### config.mk
export PLATFORM = sky130hd
export DESIGN_NAME = lcdc_regs
export DESIGN_NICKNAME = d
export VERILOG_FILES = /design/src/rtl/lcdc_pkg.sv /design/src/rtl/lcdc_addr_dec.sv /design/src/rtl/lcdc_irq_unit.sv /design/src/rtl/lcdc_geom.sv /design/src/rtl/lcdc_regs.sv
export SDC_FILE = /design/constraint.sdc
export NUM_CORES = 1
export LEC_CHECK = 0
export ABC_AREA = 1
export BUFFER_PORTS_ARGS = -buffer_cell sky130_fd_sc_hd__buf_2
export CAP_MARGIN = 10
export CORE_MARGIN = 3
export CORE_UTILIZATION = 50
export CTS_BUF_LIST = sky130_fd_sc_hd__clkbuf_16
export DETAILED_ROUTE_END_ITERATION = 6
export PLACE_DENSITY_LB_ADDON = 0.3
export RECOVER_POWER = 25
export SLEW_MARGIN = 20
export SYNTH_ARGS = -nofsm -noshare
export SYNTH_HDL_FRONTEND = slang
export SYNTH_SLANG_ARGS = --single-unit
### constraint.sdc
create_clock -name clk -period 1.86 [get_ports clk]
set_input_delay 0.372 -clock clk [delete_from_list [all_inputs] [get_ports clk]]
set_output_delay 0.372 -clock clk [all_outputs]
set_load 0.01 [all_outputs]
### src/rtl/lcdc_pkg.sv
`timescale 1ns/1ps
package lcdc_pkg;

  localparam int VAR_BASE  = 0;
  localparam int VAR_BOARD = 1;
  localparam int VAR_EXT   = 2;

  typedef enum logic [3:0] {
    K_NONE, K_TIM, K_UBASE, K_LBASE, K_MASK, K_CTRL,
    K_RAW, K_MSTAT, K_CLR, K_UCUR, K_LCUR, K_PAL, K_ID
  } kind_e;

  function automatic logic [7:0] id_byte(input int variant, input logic [2:0] pos);
    case (pos)
      3'd0:    return (variant == VAR_EXT) ? 8'h11 : 8'h10;
      3'd1:    return 8'h11;
      3'd2:    return (variant == VAR_EXT) ? 8'h24 : 8'h04;
      3'd3:    return 8'h00;
      3'd4:    return 8'h0D;
      3'd5:    return 8'hF0;
      3'd6:    return 8'h05;
      default: return 8'hB1;
    endcase
  endfunction

endpackage

### src/rtl/lcdc_addr_dec.sv
`timescale 1ns/1ps
module lcdc_addr_dec
  import lcdc_pkg::*;
#(
  parameter int WIDX_W    = 10,
  parameter int PAL_WORDS = 128,
  parameter int PAL_BASE  = 128,
  parameter int ID_BASE   = 1016,
  parameter int VARIANT   = 0
) (
  input  logic [WIDX_W-1:0]            widx,
  output kind_e                        kind,
  output logic [1:0]                   tim_sel,
  output logic [$clog2(PAL_WORDS)-1:0] pal_idx,
  output logic [2:0]                   id_idx
);
  localparam int PAL_IDX_W = $clog2(PAL_WORDS);
  localparam logic [WIDX_W-1:0] PAL_LO = WIDX_W'(PAL_BASE);
  localparam logic [WIDX_W-1:0] PAL_HI = WIDX_W'(PAL_BASE + PAL_WORDS - 1);
  localparam logic [WIDX_W-1:0] ID_LO  = WIDX_W'(ID_BASE);

  kind_e kind_six, kind_seven;

  generate
    if (VARIANT == VAR_BASE) begin : g_plain
      assign kind_six   = K_MASK;
      assign kind_seven = K_CTRL;
    end else begin : g_swapped
      assign kind_six   = K_CTRL;
      assign kind_seven = K_MASK;
    end
  endgenerate

  assign tim_sel = widx[1:0];
  assign pal_idx = widx[PAL_IDX_W-1:0];
  assign id_idx  = widx[2:0];

  always_comb begin
    kind = K_NONE;
    if (widx >= PAL_LO && widx <= PAL_HI) begin
      kind = K_PAL;
    end else if (widx >= ID_LO) begin
      kind = K_ID;
    end else begin
      case (int'(widx))
        0, 1, 2, 3: kind = K_TIM;
        4:          kind = K_UBASE;
        5:          kind = K_LBASE;
        6:          kind = kind_six;
        7:          kind = kind_seven;
        8:          kind = K_RAW;
        9:          kind = K_MSTAT;
        10:         kind = K_CLR;
        11:         kind = K_UCUR;
        12:         kind = K_LCUR;
        default:    kind = K_NONE;
      endcase
    end
  end

endmodule

### src/rtl/lcdc_irq_unit.sv
`timescale 1ns/1ps
module lcdc_irq_unit #(
  parameter int NIRQ = 5
) (
  input  logic            clk,
  input  logic            rst_n,
  input  logic [NIRQ-1:0] evt,
  input  logic            mask_we,
  input  logic [NIRQ-1:0] mask_wdata,
  input  logic            clr_we,
  input  logic [NIRQ-1:0] clr_wdata,
  output logic [NIRQ-1:0] raw,
  output logic [NIRQ-1:0] mask,
  output logic            irq
);
  logic [NIRQ-1:0] clr_vec;

  assign clr_vec = clr_we ? clr_wdata : '0;

  // Set after clear: an event in the same cycle keeps its bit.
  always_ff @(posedge clk or negedge rst_n) begin
    if (!rst_n) begin
      raw <= '0;
    end else begin
      raw <= (raw & ~clr_vec) | evt;
    end
  end

  always_ff @(posedge clk or negedge rst_n) begin
    if (!rst_n) begin
      mask <= '0;
    end else if (mask_we) begin
      mask <= mask_wdata;
    end
  end

  always_ff @(posedge clk or negedge rst_n) begin
    if (!rst_n) begin
      irq <= 1'b0;
    end else begin
      irq <= |(raw & mask);
    end
  end

endmodule

### src/rtl/lcdc_geom.sv
`timescale 1ns/1ps
module lcdc_geom #(
  parameter int DIM_W = 11
) (
  input  logic [5:0]       hfield,
  input  logic [9:0]       vfield,
  output logic [DIM_W-1:0] cols,
  output logic [DIM_W-1:0] rows
);
  // ((t0 & 0xFC) + 4) * 4 equals (t0[7:2] + 1) * 16.
  assign cols = (DIM_W'(hfield) + DIM_W'(1)) << 4;
  assign rows = DIM_W'(vfield) + DIM_W'(1);
endmodule

### src/rtl/lcdc_regs.sv
`timescale 1ns/1ps
module lcdc_regs
  import lcdc_pkg::*;
#(
  parameter int WIDX_W    = 10,
  parameter int DATA_W    = 32,
  parameter int NIRQ      = 5,
  parameter int PAL_WORDS = 128,
  parameter int VARIANT   = 0,
  parameter int DIM_W     = 11
) (
  input  logic                         clk,
  input  logic                         rst_n,
  input  logic                         bus_wr,
  input  logic                         bus_rd,
  input  logic [WIDX_W-1:0]            bus_widx,
  input  logic [DATA_W-1:0]            bus_wdata,
  output logic [DATA_W-1:0]            bus_rdata,
  output logic                         bus_rvalid,
  output logic                         pal_wr,
  output logic                         pal_rd,
  output logic [$clog2(PAL_WORDS)-1:0] pal_idx,
  output logic [DATA_W-1:0]            pal_wdata,
  input  logic [DATA_W-1:0]            pal_rdata,
  input  logic [NIRQ-1:0]              irq_evt,
  output logic                         irq,
  output logic                         inval,
  output logic [DIM_W-1:0]             panel_cols,
  output logic [DIM_W-1:0]             panel_rows,
  output logic [DATA_W-1:0]            ctrl_word,
  output logic [DATA_W-1:0]            upper_base,
  output logic [DATA_W-1:0]            lower_base
);
  localparam int NTIM      = 4;
  localparam int PAL_IDX_W = $clog2(PAL_WORDS);
  localparam int PAL_BASE  = 128;
  localparam int ID_BASE   = (1 << WIDX_W) - 8;

  kind_e                kind;
  logic [1:0]           tim_sel;
  logic [2:0]           id_idx;
  logic [DATA_W-1:0]    tim_q [NTIM];
  logic [DATA_W-1:0]    ubase_q, lbase_q, ctrl_q;
  logic [NIRQ-1:0]      irq_raw, irq_mask;
  logic [DATA_W-1:0]    rd_mux;
  logic [DATA_W-1:0]    rdata_q;
  logic                 rvalid_q, inval_q;

  lcdc_addr_dec #(
    .WIDX_W    (WIDX_W),
    .PAL_WORDS (PAL_WORDS),
    .PAL_BASE  (PAL_BASE),
    .ID_BASE   (ID_BASE),
    .VARIANT   (VARIANT)
  ) u_dec (
    .widx    (bus_widx),
    .kind    (kind),
    .tim_sel (tim_sel),
    .pal_idx (pal_idx),
    .id_idx  (id_idx)
  );

  genvar g;
  generate
    for (g = 0; g < NTIM; g++) begin : g_tim
      always_ff @(posedge clk or negedge rst_n) begin
        if (!rst_n) begin
          tim_q[g] <= '0;
        end else if (bus_wr && kind == K_TIM && tim_sel == 2'(g)) begin
          tim_q[g] <= bus_wdata;
        end
      end
    end
  endgenerate

  always_ff @(posedge clk or negedge rst_n) begin
    if (!rst_n) begin
      ubase_q <= '0;
      lbase_q <= '0;
      ctrl_q  <= '0;
    end else if (bus_wr) begin
      if (kind == K_UBASE) ubase_q <= bus_wdata;
      if (kind == K_LBASE) lbase_q <= bus_wdata;
      if (kind == K_CTRL)  ctrl_q  <= bus_wdata;
    end
  end

  lcdc_irq_unit #(.NIRQ(NIRQ)) u_irq (
    .clk        (clk),
    .rst_n      (rst_n),
    .evt        (irq_evt),
    .mask_we    (bus_wr && kind == K_MASK),
    .mask_wdata (bus_wdata[NIRQ-1:0]),
    .clr_we     (bus_wr && kind == K_CLR),
    .clr_wdata  (bus_wdata[NIRQ-1:0]),
    .raw        (irq_raw),
    .mask       (irq_mask),
    .irq        (irq)
  );

  lcdc_geom #(.DIM_W(DIM_W)) u_geom (
    .hfield (tim_q[0][7:2]),
    .vfield (tim_q[1][9:0]),
    .cols   (panel_cols),
    .rows   (panel_rows)
  );

  always_comb begin
    case (kind)
      K_TIM:           rd_mux = tim_q[tim_sel];
      K_UBASE, K_UCUR: rd_mux = ubase_q;
      K_LBASE, K_LCUR: rd_mux = lbase_q;
      K_MASK:          rd_mux = DATA_W'(irq_mask);
      K_CTRL:          rd_mux = ctrl_q;
      K_RAW:           rd_mux = DATA_W'(irq_raw);
      K_MSTAT:         rd_mux = DATA_W'(irq_raw & irq_mask);
      K_PAL:           rd_mux = pal_rdata;
      K_ID:            rd_mux = DATA_W'(id_byte(VARIANT, id_idx));
      default:         rd_mux = '0;
    endcase
  end

  always_ff @(posedge clk or negedge rst_n) begin
    if (!rst_n) begin
      rdata_q  <= '0;
      rvalid_q <= 1'b0;
      inval_q  <= 1'b0;
    end else begin
      rvalid_q <= bus_rd;
      inval_q  <= bus_wr;
      if (bus_rd) rdata_q <= rd_mux;
    end
  end

  assign pal_wr     = bus_wr && kind == K_PAL;
  assign pal_rd     = bus_rd && kind == K_PAL;
  assign pal_wdata  = bus_wdata;
  assign bus_rdata  = rdata_q;
  assign bus_rvalid = rvalid_q;
  assign inval      = inval_q;
  assign ctrl_word  = ctrl_q;
  assign upper_base = ubase_q;
  assign lower_base = lbase_q;

endmodule

Word-level counts from Yosys, hierarchy flattened
Memory sizes are Yosys's and may differ from the RTL's.
Cells that the tools add are included.
{ "word_totals": {"ff_bits": 269, "latch_bits": 0, "ramBits": 0, "romBits": 64, "input_bits": 83, "out_inout_bits": 194, "elab_cells": 75, "mem_count": 1} }
{ "memory_table": {"columns": ["name", "depth", "width", "read_ports", "rd_clocked_by_memory_dff", "wr", "line", "source"], "rows": [
  ["(no name shown)", 16, 4, 1, 0, 0, "lcdc_addr_dec.sv:45", "case (int'(widx))"]
]} }
{ "classes": {"n_addsub": 2, "multipliers": 0, "n_div": 0, "magnitude_cmp": 4, "eq_ne": 21, "n_shift": 0, "muxes": 9, "n_bitwise": 6, "reduce_logical": 19} }
{ "op_table": {"columns": ["operator", "n"], "rows": [
  ["one-hot mux 32 bit (9 select lines)", 1],
  ["binary-select mux 32 bit (select 2 bit)", 1],
  ["2-to-1 mux 32 bit", 2],
  ["one-hot mux 8 bit (7 select lines)", 1],
  ["equality test 4 bit (second input constant)", 5],
  ["equality test 4 x 3 -> 1 bit (second input constant)", 4],
  ["AND 5 bit", 3],
  ["2-to-1 mux 4 bit", 3],
  ["adder 10 x 1 -> 11 bit (second input constant)", 1],
  [">= comparator 10 bit (second input constant)", 1],
  [">= comparator 10 x 8 -> 1 bit (second input constant)", 1],
  ["<= comparator 10 x 8 -> 1 bit (second input constant)", 1],
  ["logical AND 1 bit", 10],
  ["equality test 3 bit (second input constant)", 3],
  ["equality test 4 x 2 -> 1 bit (second input constant)", 2],
  ["adder 6 x 1 -> 7 bit (second input constant)", 1],
  ["equality test 3 x 2 -> 1 bit (second input constant)", 2],
  ["zero test 6 bit", 1],
  ["AND reduction 2 bit", 3],
  ["2-to-1 mux 5 bit", 1],
  ["inverter 5 bit", 1],
  ["OR 5 bit", 1],
  ["OR reduction 5 bit", 1],
  ["equality test 2 bit (second input constant)", 2],
  ["8 further kinds", 9]
]} }

Longest topological paths before layout
Gate-level depths: netlist (run 1).
{ "logic_depth": {"ltp_word": 10, "ltp_mapped": 17, "ltp_nobuf": 16} }

Modules after synthesis
A second synthesis (run 1) with hierarchy kept.
{ "hier_totals": {"hier_cells": 1559, "area_unflattened_um2": 12627.1} }
{ "modules_own_cells": {"columns": ["module", "instances", "cells_each", "area_each_um2", "seq_area_each_um2"], "rows": [
  ["lcdc_regs", 1, 1406, 11603.6, 6456.2],
  ["lcdc_irq_unit", 1, 48, 442.9, 275.3],
  ["lcdc_geom", 1, 57, 341.6, 0.0],
  ["lcdc_addr_dec", 1, 48, 239.0, 0.0]
]} }

Least setup slack after synthesis (run 1)
No wires, ideal clock.
{ "synth_timing": {"path_kind": "input port to flip-flop", "from": "input port bus_widx[2]", "to": "register tim_q[75] (netlist bit)", "setup_ns": 0.125, "t_arrival_ns": 1.717, "required_time_ns": 1.735, "slack_ns": 0.019, "path_stages": 12, "path_buffers": 2, "path_cell_list": "buf_6 > inv_6 > nand2_2 > nand3_1 > nor2_1 > nor2_4 > nand2_4 > nor3_4 > nand2_4 > buf_6 > nand2_1 > o21ai_2"} }
{ "synth_between": {"elab_chain_cells": 7, "elab_cells_between_ends": 11, "classes_between": "order compare: 3; eq/ne: 1; mux: 3; reduce/logical: 3; memory: 1"} }
{ "synth_lines": {"columns": ["element", "line", "source"], "rows": [
  ["from (decl)", "lcdc_regs.sv:16", "input logic [WIDX_W-1:0] bus_widx,"],
  ["memory (16 x 4 bit)", null, null],
  ["2-to-1 mux 4 bit", "lcdc_addr_dec.sv:45", null],
  ["2-to-1 mux 4 bit", "lcdc_addr_dec.sv:42", "end else if (widx >= ID_LO) begin"],
  ["2-to-1 mux 4 bit *", "lcdc_addr_dec.sv:40", "if (widx >= PAL_LO && widx <= PAL_HI) begin"],
  ["equality test 4 x 1 -> 1 bit *", "lcdc_regs.sv:69", "end else if (bus_wr && kind == K_TIM && tim_sel == 2'(g)) begin"],
  ["logical AND 1 bit * (2 in series)", "lcdc_regs.sv:69", null],
  ["to (signal, indexed assignment)", "lcdc_regs.sv:70", "tim_q[g] <= bus_wdata;"],
  ["to (decl)", "lcdc_regs.sv:42", "logic [DATA_W-1:0] tim_q [NTIM];"]
]} }
Every way passes the cells marked *; elsewhere a longest branch is shown, timed or not.
A chain may end at the register's enable or synchronous reset.

Final worst setup path (run 1)
{ "layout_timing": {"from": "register tim_q[67] (netlist bit)", "to": "output port panel_rows[9]"} }
{ "layout_between": {"elab_chain_cells": 1} }
{ "layout_lines": {"columns": ["element", "line", "source"], "rows": [
  ["adder 10 x 1 -> 11 bit", "lcdc_geom.sv:12", "assign rows = DIM_W'(vfield) + DIM_W'(1);"],
  ["to (decl)", "lcdc_regs.sv:29", "output logic [DIM_W-1:0] panel_rows,"]
]} }
Every way passes these cells.

==> summary.txt, run 1 <==
Pwr
  • Power Dens Cells: 794 nW/µm²
  • Register share of total power: 49.7%
  • Clk pwr share: 40.2%
  • P_sw: 3.26 mW
  • Internal: 9.40 mW
  • Switching Fraction: 25.7%
  • Final Power: 12.7 mW
  • Lkg Pwr: 8.36 nW
  • Comb power frac: 10.1%
  • Max rail drop VDD: 0.000714 V

Synthesis
  • Number of library cell types mapped by synthesis: 33
  • Seq cells post-synth: 269
  • Gate Count Post-Synth: 1,540
  • Mean Syn Cell Area: 8.40 µm²
  • Register area share after synthesis: 52.0%
  • Synth warn: 0
  • Post-Syn Area: 12,900 µm²

Timing
  • Fin crit share: 126%
  • F_max: 425 MHz
  • RSZ-0062 raised after global routing: true
  • Final min period: 2.35 ns
  • Relative slew slack: 36.2%
  • Slew @ Worst Pin: 0.957 ns
  • Clock Skews: 0.0172 ns
  • Max-slew violations: 0
  • Hold Vio Cnt, Final: 0
  • Final setup fails: 13
  • Setup WS post-layout: -0.491 ns

Critical path
  • Required @ worst endpoint: 1.49 ns
  • Kind of end point of the critical path: output pin
  • Critical path peak fanout: 4
  • Crit path DAT: 1.98 ns
  • CP Launch Type: flip-flop
  • Crit path kind: reg2out

Cells and area
  • Fraction of layout cells with a size suffix above 1: 26.1%
  • Total Nets Final: 1,912
  • Filler cells: 2,226
  • Final instance area: 15,900 µm²
  • Syn-to-layout area delta: 23.2%
  • Fin util: 62.9%
  • Diodes inserted: 0

Place
  • GPL Wtd Cong: 0.917
  • Dpl hpwl: 26,100 µm
  • Placed inst area: 15,000 µm²
  • IO buf count: 272
  • Worst slack at placement: -0.268 ns

Clock network
  • CTS Sinks: 269
  • Num CTS Buffers: 28
  • Maximum clock insertion buffer count: 3
  • Worst-Skew Late Latency: 0.54 ns
  • CTS tree: yes
  • Root Buffer: clkbuf_16
  • Reg clk slew, reported paths: 0.07 ns
  • H-tree depth: 1

Detailed routing
  • First DRT Iteration DRCs: 1,287
  • DR vias: 11,700
  • Initial DRT Pass Iterations: 5
  • Detail Route Antenna Nets: 0
  • Routed length per placed instance: 17.4 µm
  • Vias/cell: 5.37
  • DR DRC count: 0
  • Final wirelength: 37,900 µm

Run status
  • Status: finished, violations left
  • Failing checks: setup timing

Flow run
  • Max-cap violation count: 0

Floorplan
  • I/O Pins: 277
  • Row count: 58
  • Vert. Die Dim: 167 µm
  • Die area: 27,800 µm²
  • Initial Util: 51.1%
  • Die W: 167 µm
  • Core Area: 25,300 µm²

Min path
  • Hold crit path type: in2reg

Global routing
  • Largest net degree at the start of global routing: 58
  • Total gr overflow: 0
  • GRT Total Usage: 26.8%
  • First-pass GRT wire length: 61,200 µm
  • Antenna violations before repair: 0
  • Vias in the first global route: 11,400
power by group through the flow:
stage          sequential (mW)  combinational [mW]  clock (mW)
2_1_floorplan             6.43               0.559           0
3_3_place_gp              6.38                1.27           0
3_5_place_dp              6.38                1.30           0
4_1_cts                   6.28                1.32        5.15
5_1_grt                   6.31                1.43        5.41
6_report                  6.28                1.28        5.08
timing repair:
item                                    4_1_cts  5_1_grt
hold buffers                                  1        0
pin swaps                                    11        6
endpoints found under the setup margin       13       13
hold endpoints to repair                     48        0
setup buffers                                 6        4
gates resized for setup                      26        8
cells in the mapped netlist:
| cell type | number | area share [%] |
|---|---|---|
| buf_6 | 27 | 2.4 |
| nor3_4 | 1 | 0.13 |
| nand3b_1 | 1 | 0.058 |
| a22o_1 | 19 | 1.3 |
| xor2_1 | 12 | 0.81 |
| ha_1 | 2 | 0.19 |
| o21ai_2 | 49 | 3.3 |
| a22oi_1 | 22 | 1.3 |
| buf_2 | 13 | 0.50 |
| nand3_2 | 3 | 0.23 |
| o21ai_0 | 116 | 4.5 |
| nand4_1 | 34 | 1.6 |
| inv_1 | 80 | 2.3 |
| nor2_1 | 36 | 1.0 |
| o21ai_1 | 83 | 3.2 |
| inv_2 | 4 | 0.12 |
| nand2_2 | 5 | 0.24 |
| or2_1 | 1 | 0.048 |
| nand2_1 | 604 | 18 |
| conb_1 | 1 | 0.029 |
| nor2_4 | 3 | 0.26 |
| dfrtp_1 | 269 | 52 |
| clkbuf_1 | 38 | 1.1 |
| nor3_1 | 6 | 0.23 |
| buf_1 | 1 | 0.029 |
| nand2_4 | 5 | 0.44 |
| nand3_1 | 46 | 1.8 |
| buf_4 | 44 | 2.6 |
| o31ai_1 | 2 | 0.12 |
| inv_6 | 1 | 0.068 |
| nor2_2 | 3 | 0.15 |
| nor3b_1 | 3 | 0.17 |
| a21oi_1 | 6 | 0.23 |
flip-flops by register name, indices dropped and copies added (netlist names):
| signal | cells |
|---|---|
| bus_rdata | 32 |
| bus_rvalid | 1 |
| ctrl_word | 32 |
| inval | 1 |
| lower_base | 32 |
| tim_q | 128 |
| u_irq.irq | 1 |
| u_irq.mask | 5 |
| u_irq.raw | 5 |
| upper_base | 32 |
worst max-delay path, stage by stage (launching register included):
cell,delay [ns]
dfrtp_1,0.41
inv_2,0.10
nor3_4,0.23
nand3_2,0.14
nor3_2,0.20
xor2_1,0.19
buf_2,0.16
worst paths after layout:
| path | from | end | slack (ns) | cells past startpoint |
|---|---|---|---|---|
| max | tim_q[67] | panel_rows[9] | -0.49 | 6 |
| min | irq_evt[1] | u_irq.raw[1] | 0.02 | 3 |
| max reg2reg | tim_q[65] | bus_rdata[1] | 0.26 | 10 |
| min reg2reg | bus_rdata[24] | bus_rdata[24] | 0.47 | 2 |
| max in group asynchronous | rst_n | tim_q[23] | 0.28 | 3 |
| min in group asynchronous | rst_n | ctrl_word[25] | 0.49 | 2 |
logic make-up (layout without fill, tap and decap cells):
logic type	after synthesis	in the layout	synth area share [%]
xor+xnor	12	12	0.813
flops	269	269	52.0
buf+inv	208	507	9.04
other cells	1	4	0.0290
simple gates	751	751	24.0
compound gates	297	297	13.9
fa+ha+maj	2	2	0.193
cells in the final DEF (no fill, tap or decap), types with 7 or more instances in the layout:
cell type,synthesis,final
a22o_1,19,19
a22oi_1,22,22
buf_12,0,25
buf_2,13,242
buf_4,44,67
clkbuf_1,38,34
clkbuf_16,0,28
clkinv_1,0,7
dfrtp_1,269,267
inv_1,80,82
inv_2,4,7
nand2_1,604,603
nand3_1,46,40
nand3_2,3,8
nand4_1,34,34
nor2_1,36,31
nor2_4,3,8
o21ai_0,116,116
o21ai_1,83,83
o21ai_2,49,49
layer usage:
| metal | track usage [%] | vias up | wire (µm) |
|---|---|---|---|
| met4 | 6.13 | 0 | 712 |
| met2 | 44.5 | 502 | 18000 |
| met5 | 0 | - | 0 |
| met1 | 37.8 | 5567 | 16300 |
| met3 | 3.87 | 64 | 2790 |
| li1 | - | 5529 | - |
stage by stage:
step / hold slack, ns / instances / TNS (ns)
after detailed placement: 0.349 / 2116 / -43.40
final: 0.0164 / 2172 / -3.35
after CTS: 0.0149 / 2168 / -3.91
after global placement: 0.351 / 2116 / -37.45
after global routing: 0.0247 / 2172 / -4.47
after floorplan: 0.0764 / 1543 / 0
cell type report:
cell class | count | area (µm²) | share of cell area [%]
clock buffers | 28 | 701 | 4.40
inverters | 85 | 324 | 2.03
repair buffers | 377 | 2430 | 15.2
well taps | 330 | 413 | 2.59
multi-input cells | 1066 | 5230 | 32.8
flip-flops and latches | 269 | 6730 | 42.3
clock inverters | 17 | 106 | 0.668
(Power assumes the default switching activity.)
==> run 2, diff against run 1 <==
PLACE_DENSITY = 0.8   (was default)
PLACE_DENSITY_LB_ADDON = default   (was 0.3)
==> summary.txt, run 2 (same netlist as run 1, synthesis figures left out) <==
Cells and area
  • Commonest non-fill, non-tap cell in the layout: nand2_1 (unchanged)
  • Syn-to-layout area delta: 23.4% (was 23.2%)
  • Fin util: 63.0% (was 62.9%)
  • Total Nets Final: 1,908 (was 1,912)
  • Largest Register: tim_q (unchanged)
  • Fraction of layout cells with a size suffix above 1: 25.6% (was 26.1%)
  • Most frequent cells in the layout: nand2_1 (603), dfrtp_1 (265), buf_2 (236) (was nand2_1 (603), dfrtp_1 (267), buf_2 (242))
  • Max FFs per register: 128 (unchanged)
  • Diodes inserted: 0 (unchanged)

Clock network
  • Num CTS Buffers: 28 (unchanged)
  • Worst-Skew Late Latency: 0.54 ns (about the same)
  • H-tree depth: 1 (unchanged)
  • Root Buffer: clkbuf_16 (unchanged)
  • Maximum clock insertion buffer count: 3 (unchanged)
  • CTS tree: yes (unchanged)
  • Reg clk slew, reported paths: 0.06 ns (was 0.07 ns)
  • CTS Sinks: 269 (unchanged)

Floorplan
  • Vert. Die Dim: 167 µm (unchanged)
  • Die W: 167 µm (unchanged)
  • Row count: 58 (unchanged)
  • Core Area: 25,300 µm² (unchanged)
  • Initial Util: 51.1% (unchanged)
  • I/O Pins: 277 (unchanged)
  • Die area: 27,800 µm² (unchanged)

Flow run
  • Max-cap violation count: 0 (unchanged)

Critical path
  • Crit path DAT: 2.05 ns (was 1.98 ns)
  • Required @ worst endpoint: 1.49 ns (about the same)
  • FF-to-FF Start: tim_q[64] (was tim_q[65])
  • Kind of end point of the critical path: output pin (unchanged)
  • Critical Path Start: tim_q[64] (was tim_q[67])
  • CP Launch Type: flip-flop (unchanged)
  • Crit path kind: reg2out (unchanged)
  • Critical path peak fanout: 3 (was 4)

Place
  • Dpl hpwl: 26,000 µm (was 26,100 µm)
  • GPL Wtd Cong: 0.912 (was 0.917)
  • IO buf count: 272 (unchanged)

Global routing
  • Routing usage on met3: 4.44% (was 3.87%)
  • Antenna violations before repair: 0 (unchanged)
  • First-pass GRT wire length: 60,800 µm (was 61,200 µm)
  • GRT busiest layer: met2 (unchanged)
  • Met2 Use GR: 44.6% (was 44.5%)
  • Vias in the first global route: 11,700 (was 11,400)
  • Met1 global-route usage: 36.1% (was 37.8%)
  • Total gr overflow: 0 (unchanged)
  • Largest net degree at the start of global routing: 57 (was 58)
  • GRT Total Usage: 26.5% (was 26.8%)

Detailed routing
  • Routed length per placed instance: 17.3 µm (was 17.4 µm)
  • Detail Route Antenna Nets: 0 (unchanged)
  • DR vias: 11,800 (was 11,700)
  • Vias/cell: 5.44 (was 5.37)
  • First DRT Iteration DRCs: 1,194 (was 1,287)
  • Final wirelength: 37,500 µm (was 37,900 µm)
  • Initial DRT Pass Iterations: 6 (was 5)
  • DR DRC count: 0 (unchanged)

Timing
  • RSZ-0062 raised after global routing: true (unchanged)
  • F_max: 414 MHz (was 425 MHz)
  • Slew @ Worst Pin: 1.48 ns (was 0.957 ns)
  • Clock Skews: 0.0155 ns (was 0.0172 ns)
  • Setup WS post-layout: -0.558 ns (was -0.491 ns)
  • Fin crit share: 130% (was 126%)
  • Final setup fails: 13 (unchanged)
  • Relative slew slack: 1.11% (was 36.2%)
  • Final min period: 2.42 ns (was 2.35 ns)
  • Max-slew violations: 0 (unchanged)
  • TNS Setup: -3.67 ns (was -3.35 ns)
  • Hold Vio Cnt, Final: 0 (unchanged)

Pwr
  • Lkg Pwr: 8.32 nW (was 8.36 nW)
  • Max rail drop VDD: 0.000550 V (was 0.000714 V)
  • Power Dens Cells: 787 nW/µm² (was 794 nW/µm²)

Run status
  • Status: finished, violations left (unchanged)
  • Failing checks: setup timing (unchanged)

Min path
  • Hold crit path type: in2reg (unchanged)
  • Hold_sp: irq_evt[3] (was irq_evt[1])
==> run 2: final timing paths <==
| kind | to | slack, ns | cells past startpoint |
|---|---|---|---|
| min | u_irq.raw[3] | 0.02 | 3 |
| max | panel_rows[10] | -0.56 | 7 |
| min in group asynchronous | bus_rdata[28] | 0.74 | 2 |
| max reg2reg | bus_rdata[0] | 0.29 | 9 |
| max in group asynchronous | ctrl_word[23] | 0.11 | 3 |
| min reg2reg | bus_rdata[17] | 0.47 | 2 |
==> run 2: metal layers <==
metal  wire [µm]  share of wire [%]  up-vias
li1            -                  -     5520
met1       16000                 43     5660
met2       17800                 47      575
met3        2900                7.7       73
met4         859                2.3        0
met5           0                  0        -
==> run 2: per-stage QoR <==
| stage | setup slack (ns) | cell area, µm² | hold WS, ns | power [mW] | instances |
|---|---|---|---|---|---|
| after global placement | -0.227 | 15000 | 0.321 | 7.64 | 2111 |
| after global routing | -0.590 | 16000 | 0.0154 | 13.1 | 2174 |
| after floorplan | 0.0186 | 12900 | 0.0764 | 6.99 | 1543 |
| after CTS | -0.538 | 16000 | 0.00469 | 12.7 | 2173 |
| after detailed placement | -0.255 | 15000 | 0.322 | 7.68 | 2111 |
| final | -0.558 | 16000 | 0.0236 | 12.6 | 2174 |
==> run 2: cell type report <==
class | count | area [µm²]
fillers | 2184 | 9370
flip-flops and latches | 269 | 6740
multi-input cells | 1066 | 5190
repair buffers | 373 | 2490
clock buffers | 28 | 701
well taps | 330 | 413
inverters | 85 | 324
clock inverters | 23 | 106
==> run 2: repair_timing <==
item	4_1_cts	5_1_grt
gates resized for setup	22	3
endpoints found under the setup margin	13	13
buffers inserted	10	1
hold buffers	1	0
hold endpoints to repair	45	0
pin swaps	7	5
==> run 2: where the power goes <==
part | internal, mW | total [mW] | switching [mW]
logic | 0.472 | 1.29 | 0.814
clock network | 2.71 | 4.99 | 2.27
registers | 6.10 | 6.29 | 0.193
total | 9.28 | 12.6 | 3.28
==> run 2: critical path, stage by stage, from the launching register on <==
cell     delay [ns]
dfrtp_1        0.40
ha_2           0.21
nand3_2        0.11
nor3b_2        0.17
buf_4          0.15
nand3_4        0.07
nor3b_2        0.22
buf_2          0.17
==> run 3, diff against run 2 <==
RECOVER_POWER = default   (was 25)
==> summary.txt, run 3 (same netlist as run 1, synthesis figures left out) <==
Detailed routing
  • Final wirelength: 37,600 µm (was 37,500 µm)
  • Detail Route Antenna Nets: 0 (unchanged)
  • DR vias: 11,800 (about the same)
  • Routed length per placed instance: 17.3 µm (about the same)
  • DR DRC count: 0 (unchanged)
  • Vias/cell: 5.44 (about the same)
  • Initial DRT Pass Iterations: 5 (was 6)
  • First DRT Iteration DRCs: 1,237 (was 1,194)

Place
  • Placed inst area: 15,000 µm² (unchanged)
  • Dpl hpwl: 26,000 µm (unchanged)
  • GPL Wtd Cong: 0.912 (unchanged)
  • Worst slack at placement: -0.255 ns (unchanged)
  • Placed cell count: 2,111 (unchanged)
  • IO buf count: 272 (unchanged)

Timing
  • Fin crit share: 130% (about the same)
  • Hold Vio Cnt, Final: 0 (unchanged)
  • Max-slew violations: 0 (unchanged)
  • Slew @ Worst Pin: 0.501 ns (was 1.48 ns)
  • Setup WS post-layout: -0.552 ns (was -0.558 ns)
  • F_max: 415 MHz (was 414 MHz)
  • RSZ-0062 raised after global routing: true (unchanged)
  • Final setup fails: 13 (unchanged)
  • Hold slack: 0.0246 ns (was 0.0236 ns)
  • TNS Setup: -3.73 ns (was -3.67 ns)
  • Relative slew slack: 66.6% (was 1.11%)
  • Final min period: 2.41 ns (was 2.42 ns)
  • Clock Skews: 0.0167 ns (was 0.0155 ns)

Cells and area
  • Max FFs per register: 128 (unchanged)
  • Total Nets Final: 1,908 (unchanged)
  • Commonest non-fill, non-tap cell in the layout: nand2_1 (unchanged)
  • Diodes inserted: 0 (unchanged)
  • Filler cells: 2,164 (was 2,184)
  • Sequential Area: 6740 µm² (unchanged)
  • Syn-to-layout area delta: 23.9% (was 23.4%)
  • Fin util: 63.3% (was 63.0%)
  • Fraction of layout cells with a size suffix above 1: 27.5% (was 25.6%)
  • Final instance area: 16,000 µm² (about the same)
  • Largest Register: tim_q (unchanged)
  • Layout Cells excl Fill: 2,174 (unchanged)
  • Most frequent cells in the layout: nand2_1 (603), buf_2 (271), dfrtp_1 (265) (was nand2_1 (603), dfrtp_1 (265), buf_2 (236))
  • Area of the multi-input gates: 5190 µm² (unchanged)

Floorplan
  • Die W: 167 µm (unchanged)
  • Die area: 27,800 µm² (unchanged)
  • Initial Util: 51.1% (unchanged)
  • I/O Pins: 277 (unchanged)
  • Vert. Die Dim: 167 µm (unchanged)
  • Core Area: 25,300 µm² (unchanged)
  • Row count: 58 (unchanged)

Clock network
  • Maximum clock insertion buffer count: 3 (unchanged)
  • Root Buffer: clkbuf_16 (unchanged)
  • Reg clk slew, reported paths: 0.06 ns (about the same)
  • Worst-Skew Late Latency: 0.54 ns (about the same)
  • Num CTS Buffers: 28 (unchanged)
  • CTS Sinks: 269 (unchanged)
  • H-tree depth: 1 (unchanged)
  • CTS tree: yes (unchanged)

Critical path
  • Crit path cell chain: ha_2, nand3_2, nor3b_2, buf_4, nand3_4, nor3b_2, buf_2 (unchanged)
  • Critical Path Max Stage Delay: 0.39 ns (was 0.40 ns)
  • Critical-path top delay cell: dfrtp_1 (unchanged)
  • Required @ worst endpoint: 1.49 ns (about the same)
  • Kind of end point of the critical path: output pin (unchanged)
  • Critical path peak fanout: 3 (unchanged)
  • Crit path kind: reg2out (unchanged)
  • CP Launch Type: flip-flop (unchanged)
  • Crit path DAT: 2.04 ns (was 2.05 ns)
  • Cell mode on critical path: nor3b_2 (unchanged)

Global routing
  • Antenna violations before repair: 0 (unchanged)
  • Total gr overflow: 0 (unchanged)
  • Largest net degree at the start of global routing: 57 (unchanged)
  • First-pass GRT wire length: 60,800 µm (unchanged)
  • GRT Total Usage: 26.5% (unchanged)
  • Vias in the first global route: 11,700 (unchanged)

Pwr
  • Internal: 9.30 mW (was 9.28 mW)
  • Final Power: 12.6 mW (about the same)
  • Clk pwr share: 39.6% (was 39.7%)
  • Comb power frac: 10.3% (was 10.2%)
  • Register share of total power: 50.0% (was 50.1%)
  • Max rail drop VDD: 0.000549 V (was 0.000550 V)
  • P_sw: 3.28 mW (about the same)
  • Switching Fraction: 26.1% (about the same)
  • Power Dens Cells: 785 nW/µm² (was 787 nW/µm²)
  • Lkg Pwr: 8.43 nW (was 8.32 nW)

Flow run
  • Max-cap violation count: 0 (unchanged)

Run status
  • Failing checks: setup timing (unchanged)
  • Status: finished, violations left (unchanged)

Min path
  • Hold crit path type: in2reg (unchanged)
run 3: changes by cell type in the layout (fill, tap and decap cells not counted), sizes merged:
| cell | change |
|---|---|
| clkbuf | -38 |
| buf | +38 |
run 3: worst max-delay path, delay by kind of cell (launching register included):
| family | cells | cell delay (ns) |
|---|---|---|
| flip-flops | 1 | 0.39 |
| adder cells (fa/ha/maj) | 1 | 0.21 |
| AND/OR/NAND/NOR | 4 | 0.56 |
| buffers and inverters | 2 | 0.32 |
run 3: path summary, 6_finish.rpt:
check,slack [ns],end,cells past startpoint,from
worst max-delay path,-0.55,panel_rows[10],7,tim_q[64]
worst min-delay path,0.02,u_irq.raw[3],3,irq_evt[3]
worst max register to register,0.31,bus_rdata[0],9,tim_q[64]
worst min register to register,0.48,bus_rdata[17],2,bus_rdata[17]
max in group asynchronous,0.82,lower_base[10],3,rst_n
min in group asynchronous,0.33,upper_base[25],2,rst_n
run 3: power groups by stage:
| stage | Clock, mW | Sequential (mW) | Combinational [mW] |
|---|---|---|---|
| finish | 4.98 | 6.29 | 1.30 |
| global route | 5.31 | 6.32 | 1.44 |
| CTS | 5.07 | 6.29 | 1.31 |
| detailed placement | 0 | 6.39 | 1.29 |
| global placement | 0 | 6.38 | 1.26 |
| floorplan | 0 | 6.43 | 0.559 |
run 3: final cells by class:
cell class,count,area share [%]
Sequential cell,269,42.0
Multi-Input combinational cell,1066,32.4
Timing Repair Buffer,373,15.9
Clock buffer,28,4.37
Tap cell,330,2.58
Inverter,85,2.02
Clock inverter,23,0.664
run 3: metal layers:
layer  GRT usage [%]  up-vias  part of all wire [%]
met1            36.1     5668                    43
met4            6.49        0                   2.3
li1                -     5518                     -
met5               0        -                     0
met2            44.6      564                    47
met3            4.44       75                   7.5
run 3: timing repair:
item | 4_1_cts | 5_1_grt
resized for setup | 22 | 3
buffers inserted | 10 | 1
hold buffers | 1 | 0
endpoints found under the setup margin | 13 | 13
endpoints found under the hold margin | 45 | 0
pin swaps | 7 | 5
